--- config.mk ---
export PLATFORM = sky130hd
export DESIGN_NAME = dsp_timing_calc
export DESIGN_NICKNAME = d
export VERILOG_FILES = /design/src/rtl/dsp_calc_pkg.sv /design/src/rtl/dsp_sdiv.sv /design/src/rtl/dsp_finalize.sv /design/src/rtl/dsp_timing_calc.sv
export SDC_FILE = /design/constraint.sdc
export NUM_CORES = 2
export LEC_CHECK = 0
export BUFFER_PORTS_ARGS = -buffer_cell sky130_fd_sc_hd__buf_2
export CAP_MARGIN = 5
export CORE_MARGIN = 2
export CORE_UTILIZATION = 55
export CTS_BUF_LIST = sky130_fd_sc_hd__clkbuf_8
export DETAILED_ROUTE_END_ITERATION = 10
export PLACE_DENSITY_LB_ADDON = 0.15
export SLEW_MARGIN = 0
export SYNTH_ARGS = -nofsm -noshare
export SYNTH_HDL_FRONTEND = slang
export SYNTH_SLANG_ARGS = --single-unit
--- constraint.sdc ---
create_clock -name clk -period 17.1 [get_ports clk]
set_input_delay 3.42 -clock clk [delete_from_list [all_inputs] [get_ports clk]]
set_output_delay 3.42 -clock clk [all_outputs]
set_load 0.02 [all_outputs]
--- src/rtl/dsp_calc_pkg.sv ---
package dsp_calc_pkg;

  typedef enum logic [1:0] {
    ST_IDLE   = 2'd0,
    ST_REDUCE = 2'd1,
    ST_DIVIDE = 2'd2,
    ST_PACK   = 2'd3
  } calc_state_t;

  localparam int unsigned NUM_DIVS = 5;

  // Precision from the bit length of the fill value, clamped to 0..7.
  function automatic logic [2:0] prec_from_fill(input logic [63:0] v);
    int blen;
    blen = 0;
    for (int i = 0; i < 64; i++) begin
      if (v[i]) blen = i + 1;
    end
    blen = blen - 5;
    if (blen < 0) blen = 0;
    if (blen > 7) blen = 7;
    return 3'(blen);
  endfunction

  // Fraction shift 6 - p, floored at zero; also the rounding granule exponent.
  function automatic logic [3:0] frac_shift(input logic [2:0] p);
    return (p == 3'd7) ? 4'd0 : (4'd6 - {1'b0, p});
  endfunction

endpackage

--- src/rtl/dsp_sdiv.sv ---
module dsp_sdiv #(
  parameter int NUM_W = 32,
  parameter int DEN_W = 14
) (
  input  logic             clk,
  input  logic             rst_n,
  input  logic             go,
  input  logic [NUM_W-1:0] num,
  input  logic [DEN_W-1:0] den,
  output logic             done,
  output logic [NUM_W-1:0] quo
);
  localparam int CNT_W = $clog2(NUM_W + 1);

  logic [DEN_W-1:0] rem_q, den_q;
  logic [NUM_W-1:0] q_q;
  logic [CNT_W-1:0] cnt_q;
  logic             run_q, done_q;
  logic [DEN_W:0]   trial;
  logic             fits;

  assign trial = {rem_q, q_q[NUM_W-1]};
  assign fits  = trial >= {1'b0, den_q};

  always_ff @(posedge clk or negedge rst_n) begin
    if (!rst_n) begin
      rem_q  <= '0;
      den_q  <= '0;
      q_q    <= '0;
      cnt_q  <= '0;
      run_q  <= 1'b0;
      done_q <= 1'b0;
    end else begin
      done_q <= 1'b0;
      if (go) begin
        rem_q <= '0;
        den_q <= den;
        q_q   <= num;
        cnt_q <= CNT_W'(NUM_W);
        run_q <= 1'b1;
      end else if (run_q) begin
        rem_q <= fits ? DEN_W'(trial - {1'b0, den_q}) : trial[DEN_W-1:0];
        q_q   <= {q_q[NUM_W-2:0], fits};
        cnt_q <= cnt_q - 1'b1;
        if (cnt_q == CNT_W'(1)) begin
          run_q  <= 1'b0;
          done_q <= 1'b1;
        end
      end
    end
  end

  assign done = done_q;
  assign quo  = q_q;
endmodule

--- src/rtl/dsp_finalize.sv ---
module dsp_finalize #(
  parameter int NUM_W = 32,
  parameter int DLYW  = 4,
  parameter int LATW  = 4
) (
  input  logic [NUM_W-1:0] q_off,
  input  logic [NUM_W-1:0] q_on,
  input  logic [NUM_W-1:0] q_step,
  input  logic [NUM_W-1:0] q_xclk,
  input  logic [2:0]       prec,
  input  logic [2:0]       vb,
  input  logic [3:0]       xs,
  input  logic [DLYW-1:0]  ras,
  input  logic [DLYW-1:0]  pf,
  input  logic [LATW-1:0]  lat,
  output logic [31:0]      onoff,
  output logic [31:0]      cfg
);
  logic [31:0] t, on_a, on_b, on_c, on_d, off, gmask;

  always_comb begin
    gmask = ~((32'd1 << xs) - 32'd1);
    t     = (32'(ras) << xs) + 32'd1;
    off   = 32'(q_off) - (32'd1 << vb);
    on_a  = 32'(q_on);
    on_b  = (on_a < t) ? t : on_a;
    on_c  = on_b + (t << 1) + (32'(pf) << xs);
    on_c  = (on_c + ~gmask) & gmask;
    if (on_c >= (off & gmask))
      on_d = (off - 32'(q_step)) & gmask;
    else
      on_d = on_c;
    onoff = (on_d << 16) + off;
    cfg   = (32'(prec) << 20) | (32'(lat) << 16) | 32'(q_xclk);
  end
endmodule

--- src/rtl/dsp_timing_calc.sv ---
module dsp_timing_calc
  import dsp_calc_pkg::*;
#(
  parameter int FBW  = 8,
  parameter int PDW  = 4,
  parameter int REFW = 2,
  parameter int BPPW = 6,
  parameter int DEPW = 6,
  parameter int DLYW = 4,
  parameter int LATW = 4
) (
  input  logic            clk,
  input  logic            rst_n,
  input  logic            start,
  input  logic [FBW-1:0]  mem_fb_div,
  input  logic [PDW-1:0]  pix_post_val,
  input  logic [FBW-1:0]  pix_fb_div,
  input  logic [REFW-1:0] mem_ref_div,
  input  logic [1:0]      mem_post_code,
  input  logic [BPPW-1:0] pix_bpp,
  input  logic [DEPW-1:0] fifo_depth,
  input  logic [DLYW-1:0] ras_delay,
  input  logic [DLYW-1:0] pf_delay,
  input  logic [LATW-1:0] loop_lat,
  output logic            busy,
  output logic            done,
  output logic            err,
  output logic [31:0]     on_off_word,
  output logic [31:0]     config_word
);
  localparam int MUL_W = FBW + PDW;
  localparam int DEN_W = FBW + REFW + BPPW - 2;
  localparam int NUM_W = MUL_W + DEPW + 14;

  calc_state_t     st_q;
  logic [MUL_W-1:0] mul_q, mul_in;
  logic [DEN_W-1:0] dv_q, dv_in, dv_base;
  logic [2:0]       vb_q, vb_in;
  logic [DEPW-1:0]  dep_q;
  logic [DLYW-1:0]  ras_q, pf_q;
  logic [LATW-1:0]  lat_q;
  logic [2:0]       k_q;
  logic             issued_q, done_q, err_q;
  logic [31:0]      onoff_q, cfg_q;
  logic [NUM_W-1:0] qv [NUM_DIVS];

  logic             div_go, div_done;
  logic [NUM_W-1:0] div_num, div_quo;
  logic [2:0]       prec_w;
  logic [3:0]       xs_w, vs_w;
  logic [31:0]      fin_onoff, fin_cfg;

  // named internal events for the checker
  logic             first_div_launch, red_mul_odd, red_dv_odd;

  always_comb begin
    mul_in  = MUL_W'(mem_fb_div) * MUL_W'(pix_post_val);
    dv_base = DEN_W'(pix_fb_div) * DEN_W'(mem_ref_div);
    dv_in   = (pix_bpp >= BPPW'(8)) ? dv_base * DEN_W'(pix_bpp >> 2) : dv_base;
    vb_in   = 3'd4 - {1'b0, mem_post_code} - {2'b0, (pix_bpp == '0)};
  end

  assign prec_w = prec_from_fill(64'(qv[0]));
  assign xs_w   = frac_shift(prec_w);
  assign vs_w   = {1'b0, vb_q} + xs_w;

  always_comb begin
    case (k_q)
      3'd0:    div_num = (NUM_W'(mul_q) * NUM_W'(dep_q)) << vb_q;
      3'd1:    div_num = (NUM_W'(mul_q) * NUM_W'(dep_q - DEPW'(1))) << vs_w;
      3'd2:    div_num = (NUM_W'(mul_q) << vs_w) + NUM_W'(dv_q);
      3'd3:    div_num = NUM_W'(mul_q) << vs_w;
      default: div_num = (NUM_W'(mul_q) << (vs_w + 4'd5)) + NUM_W'(dv_q);
    endcase
  end

  assign div_go           = (st_q == ST_DIVIDE) && !issued_q;
  assign first_div_launch = div_go && (k_q == 3'd0);
  assign red_mul_odd      = mul_q[0];
  assign red_dv_odd       = dv_q[0];

  dsp_sdiv #(.NUM_W(NUM_W), .DEN_W(DEN_W)) u_div (
    .clk(clk), .rst_n(rst_n), .go(div_go), .num(div_num), .den(dv_q),
    .done(div_done), .quo(div_quo)
  );

  dsp_finalize #(.NUM_W(NUM_W), .DLYW(DLYW), .LATW(LATW)) u_fin (
    .q_off(qv[1]), .q_on(qv[2]), .q_step(qv[3]), .q_xclk(qv[4]),
    .prec(prec_w), .vb(vb_q), .xs(xs_w), .ras(ras_q), .pf(pf_q), .lat(lat_q),
    .onoff(fin_onoff), .cfg(fin_cfg)
  );

  always_ff @(posedge clk or negedge rst_n) begin
    if (!rst_n) begin
      st_q     <= ST_IDLE;
      mul_q    <= '0;
      dv_q     <= '0;
      vb_q     <= '0;
      dep_q    <= '0;
      ras_q    <= '0;
      pf_q     <= '0;
      lat_q    <= '0;
      k_q      <= '0;
      issued_q <= 1'b0;
      done_q   <= 1'b0;
      err_q    <= 1'b0;
      onoff_q  <= '0;
      cfg_q    <= '0;
      for (int i = 0; i < NUM_DIVS; i++) qv[i] <= '0;
    end else begin
      done_q <= 1'b0;
      case (st_q)
        ST_IDLE: if (start) begin
          mul_q <= mul_in;
          dv_q  <= dv_in;
          vb_q  <= vb_in;
          dep_q <= fifo_depth;
          ras_q <= ras_delay;
          pf_q  <= pf_delay;
          lat_q <= loop_lat;
          if (dv_in == '0) begin
            err_q  <= 1'b1;
            done_q <= 1'b1;
          end else begin
            err_q <= 1'b0;
            st_q  <= ST_REDUCE;
          end
        end
        ST_REDUCE: begin
          if (!mul_q[0] && !dv_q[0]) begin
            mul_q <= mul_q >> 1;
            dv_q  <= dv_q >> 1;
          end else begin
            st_q     <= ST_DIVIDE;
            k_q      <= '0;
            issued_q <= 1'b0;
          end
        end
        ST_DIVIDE: begin
          if (div_go) issued_q <= 1'b1;
          if (div_done) begin
            qv[k_q]  <= div_quo;
            issued_q <= 1'b0;
            if (k_q == 3'(NUM_DIVS - 1)) st_q <= ST_PACK;
            else k_q <= k_q + 3'd1;
          end
        end
        default: begin
          onoff_q <= fin_onoff;
          cfg_q   <= fin_cfg;
          done_q  <= 1'b1;
          st_q    <= ST_IDLE;
        end
      endcase
    end
  end

  assign busy        = (st_q != ST_IDLE);
  assign done        = done_q;
  assign err         = err_q;
  assign on_off_word = onoff_q;
  assign config_word = cfg_q;
endmodule

# Word-level counts from Yosys, hierarchy flattened
# Index checks and enable logic that the tools add are counted.
# word_totals
register_bits	347
input_bits	51
out_inout_bits	67
word_cells	190
# op_classes
n_addsub	20
mul	5
order_cmp	8
n_eq_ne	16
n_shift	8
mux	78
bitwise_logic	8
n_reduce_logical	22
# op_table
operator	n
two-way mux 32 bit	36
bitwise mux 160 bit	1
adder 32 bit	4
case mux 32 bit (4 select lines)	1
demux 32 bit (select 3 bit)	1
two-way mux 14 bit	6
adder 32 x 14 -> 32 bit	2
AND 32 bit	2
inverter 32 bit	2
<< shifter 12 x 4 -> 32 bit	2
<< shifter 4 x 4 -> 32 bit	2
adder 32 x 1 -> 32 bit (second input constant)	1
>= comparator 32 bit	1
greater-than comparator 32 x 4 -> 1 bit (second input constant)	1
< comparator 32 x 1 -> 1 bit (second input constant)	1
< comparator 32 bit	1
OR 23 x 32 -> 32 bit	1
<< shifter 1 x 3 -> 32 bit (first input constant)	1
<< shifter 1 x 4 -> 32 bit (first input constant)	1
<< shifter 18 x 3 -> 32 bit	1
<< shifter 32 x 4 -> 32 bit	1
subtractor 32 x 1 -> 32 bit (second input constant)	1
subtractor 32 bit	1
subtractor 32 x 4 -> 32 bit (second input constant)	1
56 further kinds	93

# Longest topological paths before layout
# logic_depth
ltp_word	50
ltp_mapped	83
depth_no_buf	81

# Hierarchy
# From an unflattened synthesis, not the netlist that was laid out.
# unflattened
cells_unflattened	3966
area_unflattened_um2	35175.0
# modules_own_cells
mod	n_inst	cells_per_inst	area_per_inst_um2	seq_area_each_um2
dsp_timing_calc	1	2472	23714.0	6981.7
dsp_finalize	1	1077	7574.8	0.0
dsp_sdiv	1	417	3886.2	1701.6

# Worst setup path after synthesis
# Ideal clock, no wire load.
# synth_path
path_kind	register to register
from	register qv[143] in the netlist's numbering
to	register onoff_q[30] (netlist: on_off_word[30])
setup_time_ns	0.116
t_arrival_ns	14.744
required_ns	16.984
setup_slack_ns	2.241
path_stages_with_launch	75
n_path_buf	5
period_less_slack_ns	14.859
cell_sequence	dfrtp_1 or4_4 a21oi_1 a21oi_1 or2_0 clkbuf_1 nor2_1 nor2_1 ha_1 nor2b_1 nand2_1 nor4b_2 nand2_1 o31ai_1 o21ai_1 ha_1 clkbuf_1 a31oi_1 [... 39 more ...] nor4_1 o21ai_1 clkbuf_1 nor2_1 a211oi_1 ha_1 nor2b_1 o21ai_0 a21boi_0 o21ai_0 a21boi_0 o21ai_0 nand2b_1 a21o_1 a21o_1 a21o_1 a31o_2 o311ai_0
# synth_between
elab_chain_len	35
word_cells_on_any_way	43
cone_classes	add/sub (8); order compare (4); eq/ne (1); shift (3); mux (22); bitwise (5)
# synth_rtl
element	line	text
start, declared	dsp_timing_calc.sv:45	logic [NUM_W-1:0] qv [NUM_DIVS];
start signal, assigned by index	dsp_timing_calc.sv:142	qv[k_q] <= div_quo;
two-way mux 32 bit (*) (17 in series)	dsp_calc_pkg.sv:17	if (v[i]) blen = i + 1;
subtractor 32 x 4 -> 32 bit (*)	dsp_calc_pkg.sv:19	blen = blen - 5;
< comparator 32 x 1 -> 1 bit	dsp_calc_pkg.sv:20	if (blen < 0) blen = 0;
two-way mux 32 bit (*)	dsp_calc_pkg.sv:20	
greater-than comparator 32 x 4 -> 1 bit	dsp_calc_pkg.sv:21	if (blen > 7) blen = 7;
two-way mux 3 bit (*)	dsp_calc_pkg.sv:21	
subtractor 3 x 3 -> 4 bit or == test 3 bit (tied branches)	dsp_calc_pkg.sv:27	return (p == 3'd7) ? 4'd0 : (4'd6 - {1'b0, p});
two-way mux 4 bit (*)	dsp_calc_pkg.sv:27	
[... 2 more ...]	-	
< comparator 32 bit	dsp_finalize.sv:26	on_b = (on_a < t) ? t : on_a;
two-way mux 32 bit	dsp_finalize.sv:26	
adder 32 bit (2 in series)	dsp_finalize.sv:27	on_c = on_b + (t << 1) + (32'(pf) << xs);
adder 32 bit	dsp_finalize.sv:28	on_c = (on_c + ~gmask) & gmask;
AND 32 bit	dsp_finalize.sv:28	
>= comparator 32 bit	dsp_finalize.sv:29	if (on_c >= (off & gmask))
two-way mux 16 bit (*)	dsp_finalize.sv:29	
adder 32 bit (*)	dsp_finalize.sv:33	onoff = (on_d << 16) + off;
end signal, assigned	dsp_timing_calc.sv:149	onoff_q <= fin_onoff;
end, declared	dsp_timing_calc.sv:44	logic [31:0] onoff_q, cfg_q;
# Mark *: on every way between the ends. The rest lies on a longest branch, timed or not.
# A chain may end at the register's enable or synchronous reset.

# Worst setup path after layout
# layout_path
from	register qv[135] in the netlist's numbering
to	register onoff_q[28] (netlist: on_off_word[28])
# layout_between
elab_chain_len	43
word_cells_on_any_way	51
cone_classes	add/sub (8); order compare (4); eq/ne (1); shift (3); mux (30); bitwise (5)
# layout_rtl
element	line
two-way mux 32 bit (*) (25 in series)	dsp_calc_pkg.sv:17
subtractor 32 x 4 -> 32 bit (*)	dsp_calc_pkg.sv:19
< comparator 32 x 1 -> 1 bit	dsp_calc_pkg.sv:20
two-way mux 32 bit (*)	dsp_calc_pkg.sv:20
greater-than comparator 32 x 4 -> 1 bit	dsp_calc_pkg.sv:21
two-way mux 3 bit (*)	dsp_calc_pkg.sv:21
subtractor 3 x 3 -> 4 bit or == test 3 bit (tied branches)	dsp_calc_pkg.sv:27
two-way mux 4 bit (*)	dsp_calc_pkg.sv:27
[... 2 more ...]	-
< comparator 32 bit	dsp_finalize.sv:26
two-way mux 32 bit	dsp_finalize.sv:26
adder 32 bit (2 in series)	dsp_finalize.sv:27
adder 32 bit	dsp_finalize.sv:28
AND 32 bit	dsp_finalize.sv:28
>= comparator 32 bit	dsp_finalize.sv:29
two-way mux 16 bit (*)	dsp_finalize.sv:29
adder 32 bit (*)	dsp_finalize.sv:33
# Marks and branches as above.

==> impl_metrics.toml <==
[clock_network]
worstSkewPairLatency_ns = 0.69
clk_pin_slew_ns = 0.06
htree_levels = 2
hold_buffers = 0
ctsLongestPathBuffers = 3
cts_root_buf = "clkbuf_8"
cts_sinks = 331
cts_made_buffers = 58
cts_tree = "done"

[timing]
timing.final.crit_period_ns = 15.84
fin_crit_sh_pct = 92.6
finalSetupViolCount = 0
max_freq_mhz = 63.1
finClkSkew_ns = 0.0329
worstMarginPinSlew_ns = 1.11
hold_violations = 0
slew_viol_final = 0
maxSlewHeadroom_pct = 25.4
finalSetupTns_ns = 0

[synth]
ys_seq_area_share_pct = 24.3
yosys_warnings = 0
synthArstFlopShare_pct = 100
yosysUniqueCellTypes = 98
syn-mean-instance-area_um2 = 8.57
synth_top_area_cell = "dfrtp_1"
synthTopCellsByArea = "dfrtp_1, ha_1, fa_1, mux2_2, nand2_1"
synth_edf_count = 0
synth_ff_type = "dfrtp_1"
syn_inst = 3974
yosys.area.top_type_share_pct = 24.3
netlist_area_um2 = 34100
synth-seq-cells = 331

[global_route]
grt_max_degree = 164
grt.overflow.total = 0
grt_first_pass_wirelength_um = 164000
antenna_found_initial = 1
grt_pass1_vias = 28882
grt.total_usage_pct = 32.9

[setup_path]
critPathRequiredTime_ns = 17.65
crit_family = "compound AO/OA/AOI/OAI gates"
cp_slowest_cell = "or4_1"
worst_setup_path_end_kind = "register"
cp-start-kind = "register"
critPathArrivalTime_ns = 16.38
cpPeakStageDelay_ns = 0.58
cp_max_fo = 23
cpMostUsedCell = "a21oi_1"
path_buf_inv = 8
critical_path_class = "register to register"

[final_layout]
stdcell_count = 4856
nets = 4553
drive_gt1_share_pct = 14.2
final_core_util_pct = 59.7
synthToLayoutAreaGrowth_pct = 7.81
fillers = 5690

[outcome]
status = "completed"

[floorplan]
dieArea_um2 = 64000
die_x_um = 253
die_h_um = 253
rows = 91
fp.coreArea_um2 = 61500
start_util_pct = 55.4
pin_count = 118

[routing]
vias_per_cell = 6.02
met3_length_um = 5380
drt_iter0_markers = 2151
routed_wirelength_um = 104000
drc_errors = 0
first_pass_iters = 8
dr_total_vias = 29211
met1_length_um = 43800
routed.top_layer = "met4"
routed-wl-met2_um = 49100
routedWlPerCell_um = 21.5
antenna_left = 0

[placed_design]
place_hpwl_um = 81700
dp.cells = 4749
globalplace.congestion = 1.02
port_buffers = 117

[worst_hold_path]
hold_path.class = "register to register"

[job]
maxCapViolCount = 0
-- worst register-to-register path, delay by kind of cell (launching register included) --
| kind | cells | cell delay [ns] |
|---|---|---|
| xor gates and xnor gates | 2 | 0.23 |
| and+or+nand+nor | 22 | 3.58 |
| adders and majority gates | 9 | 3.01 |
| AOI/OAI and AO/OA | 32 | 6.53 |
| DFF | 1 | 0.40 |
| muxes | 2 | 0.64 |
| buffers and inverters | 8 | 1.29 |
-- cells in the mapped netlist, types with 26 or more instances --
cell,n
a211oi_1,28
a21o_1,62
a21oi_1,263
a31oi_1,33
and2_1,100
clkbuf_1,158
dfrtp_1,331
fa_1,166
ha_1,311
inv_1,369
mux2_2,218
mux2i_1,115
nand2_1,432
nand2b_1,39
nand3_1,70
nor2_1,301
nor2b_1,61
nor3_1,52
o21a_1,26
o21ai_0,239
or3_1,28
xnor2_1,97
xor2_1,63
-- cells by family after synthesis --
kind of cell	Yosys count	synth area share, %
adder cells (fa/ha/maj)	477	21.2
multiplexers	340	11.0
AND/OR/NAND/NOR	1207	16.7
AO/OA/AOI/OAI	891	16.4
flip-flops	331	24.3
buffers and inverters	566	6.29
other	2	0.0220
XOR/XNOR	160	4.11
-- registers in the layout, summed over array words and instances, names as in the netlist, 12 cells and up --
name         count
u_div.rem_q     14
qv             144
on_off_word     32
u_div.den_q     14
dv_q            14
u_div.quo       32
mul_q           12
config_word     32
-- final timing paths --
kind	startpoint	cells after the start	slack, ns	end
min	on_off_word[24]	1	0.50	on_off_word[24]
min in group asynchronous	rst_n	1	2.78	on_off_word[27]
max reg2reg	qv[135]	75	1.26	on_off_word[28]
min reg2reg	on_off_word[24]	1	0.50	on_off_word[24]
max	qv[135]	75	1.26	on_off_word[28]
max in group asynchronous	rst_n	2	12.79	on_off_word[6]
-- stage by stage --
step | instance area, µm² | hold slack, ns | worst slack (ns)
finish | 36700 | 0.499 | 1.26
detailed placement | 35500 | 0.491 | 0.400
global route | 36700 | 0.516 | -0.0553
CTS | 36600 | 0.503 | 0.365
floorplan | 34100 | 0.450 | 2.24
global placement | 35500 | 0.485 | 0.804
-- cells in the final DEF, fill, tap and decap left out, types with 50 or more instances in the layout --
cell type / Yosys / routed
a21o_1: 62 / 62
a21oi_1: 263 / 262
and2_1: 100 / 100
buf_2: 9 / 116
buf_4: 0 / 59
clkbuf_8: 0 / 69
dfrtp_1: 331 / 330
fa_1: 166 / 166
ha_1: 311 / 307
inv_1: 369 / 389
mux2_2: 218 / 218
mux2i_1: 115 / 115
nand2_1: 432 / 430
nand3_1: 70 / 69
nor2_1: 301 / 298
nor2b_1: 61 / 58
nor3_1: 52 / 50
o21ai_0: 239 / 238
xnor2_1: 97 / 96
xor2_1: 63 / 62
-- layout make-up --
cell class	instances	area, µm²	share of cell area, %
timing repair buffer	179	1080	2.94
clock buffer	69	950	2.59
multi-input combinational	3081	23800	64.9
inverter	374	1400	3.82
sequential	331	8280	22.6
antenna	1	2.50	0.00681
clock inverter	31	201	0.548
tap	790	988	2.69
-- layer usage --
layer | vias to the layer above | global-route usage, %
met5 | - | 0
met4 | 0 | 17.2
met3 | 254 | 3.46
met2 | 870 | 55.0
met1 | 14238 | 42.2
li1 | 13849 | -
-- timing repair --
item,CTS,global route
endpoints found under the setup margin,0,11
buffers inserted,0,6
resized for setup,0,19
Power is left out: the tool's default activity adds up to more than one toggle a clock period on the data nets, which glitch-free logic cannot reach.
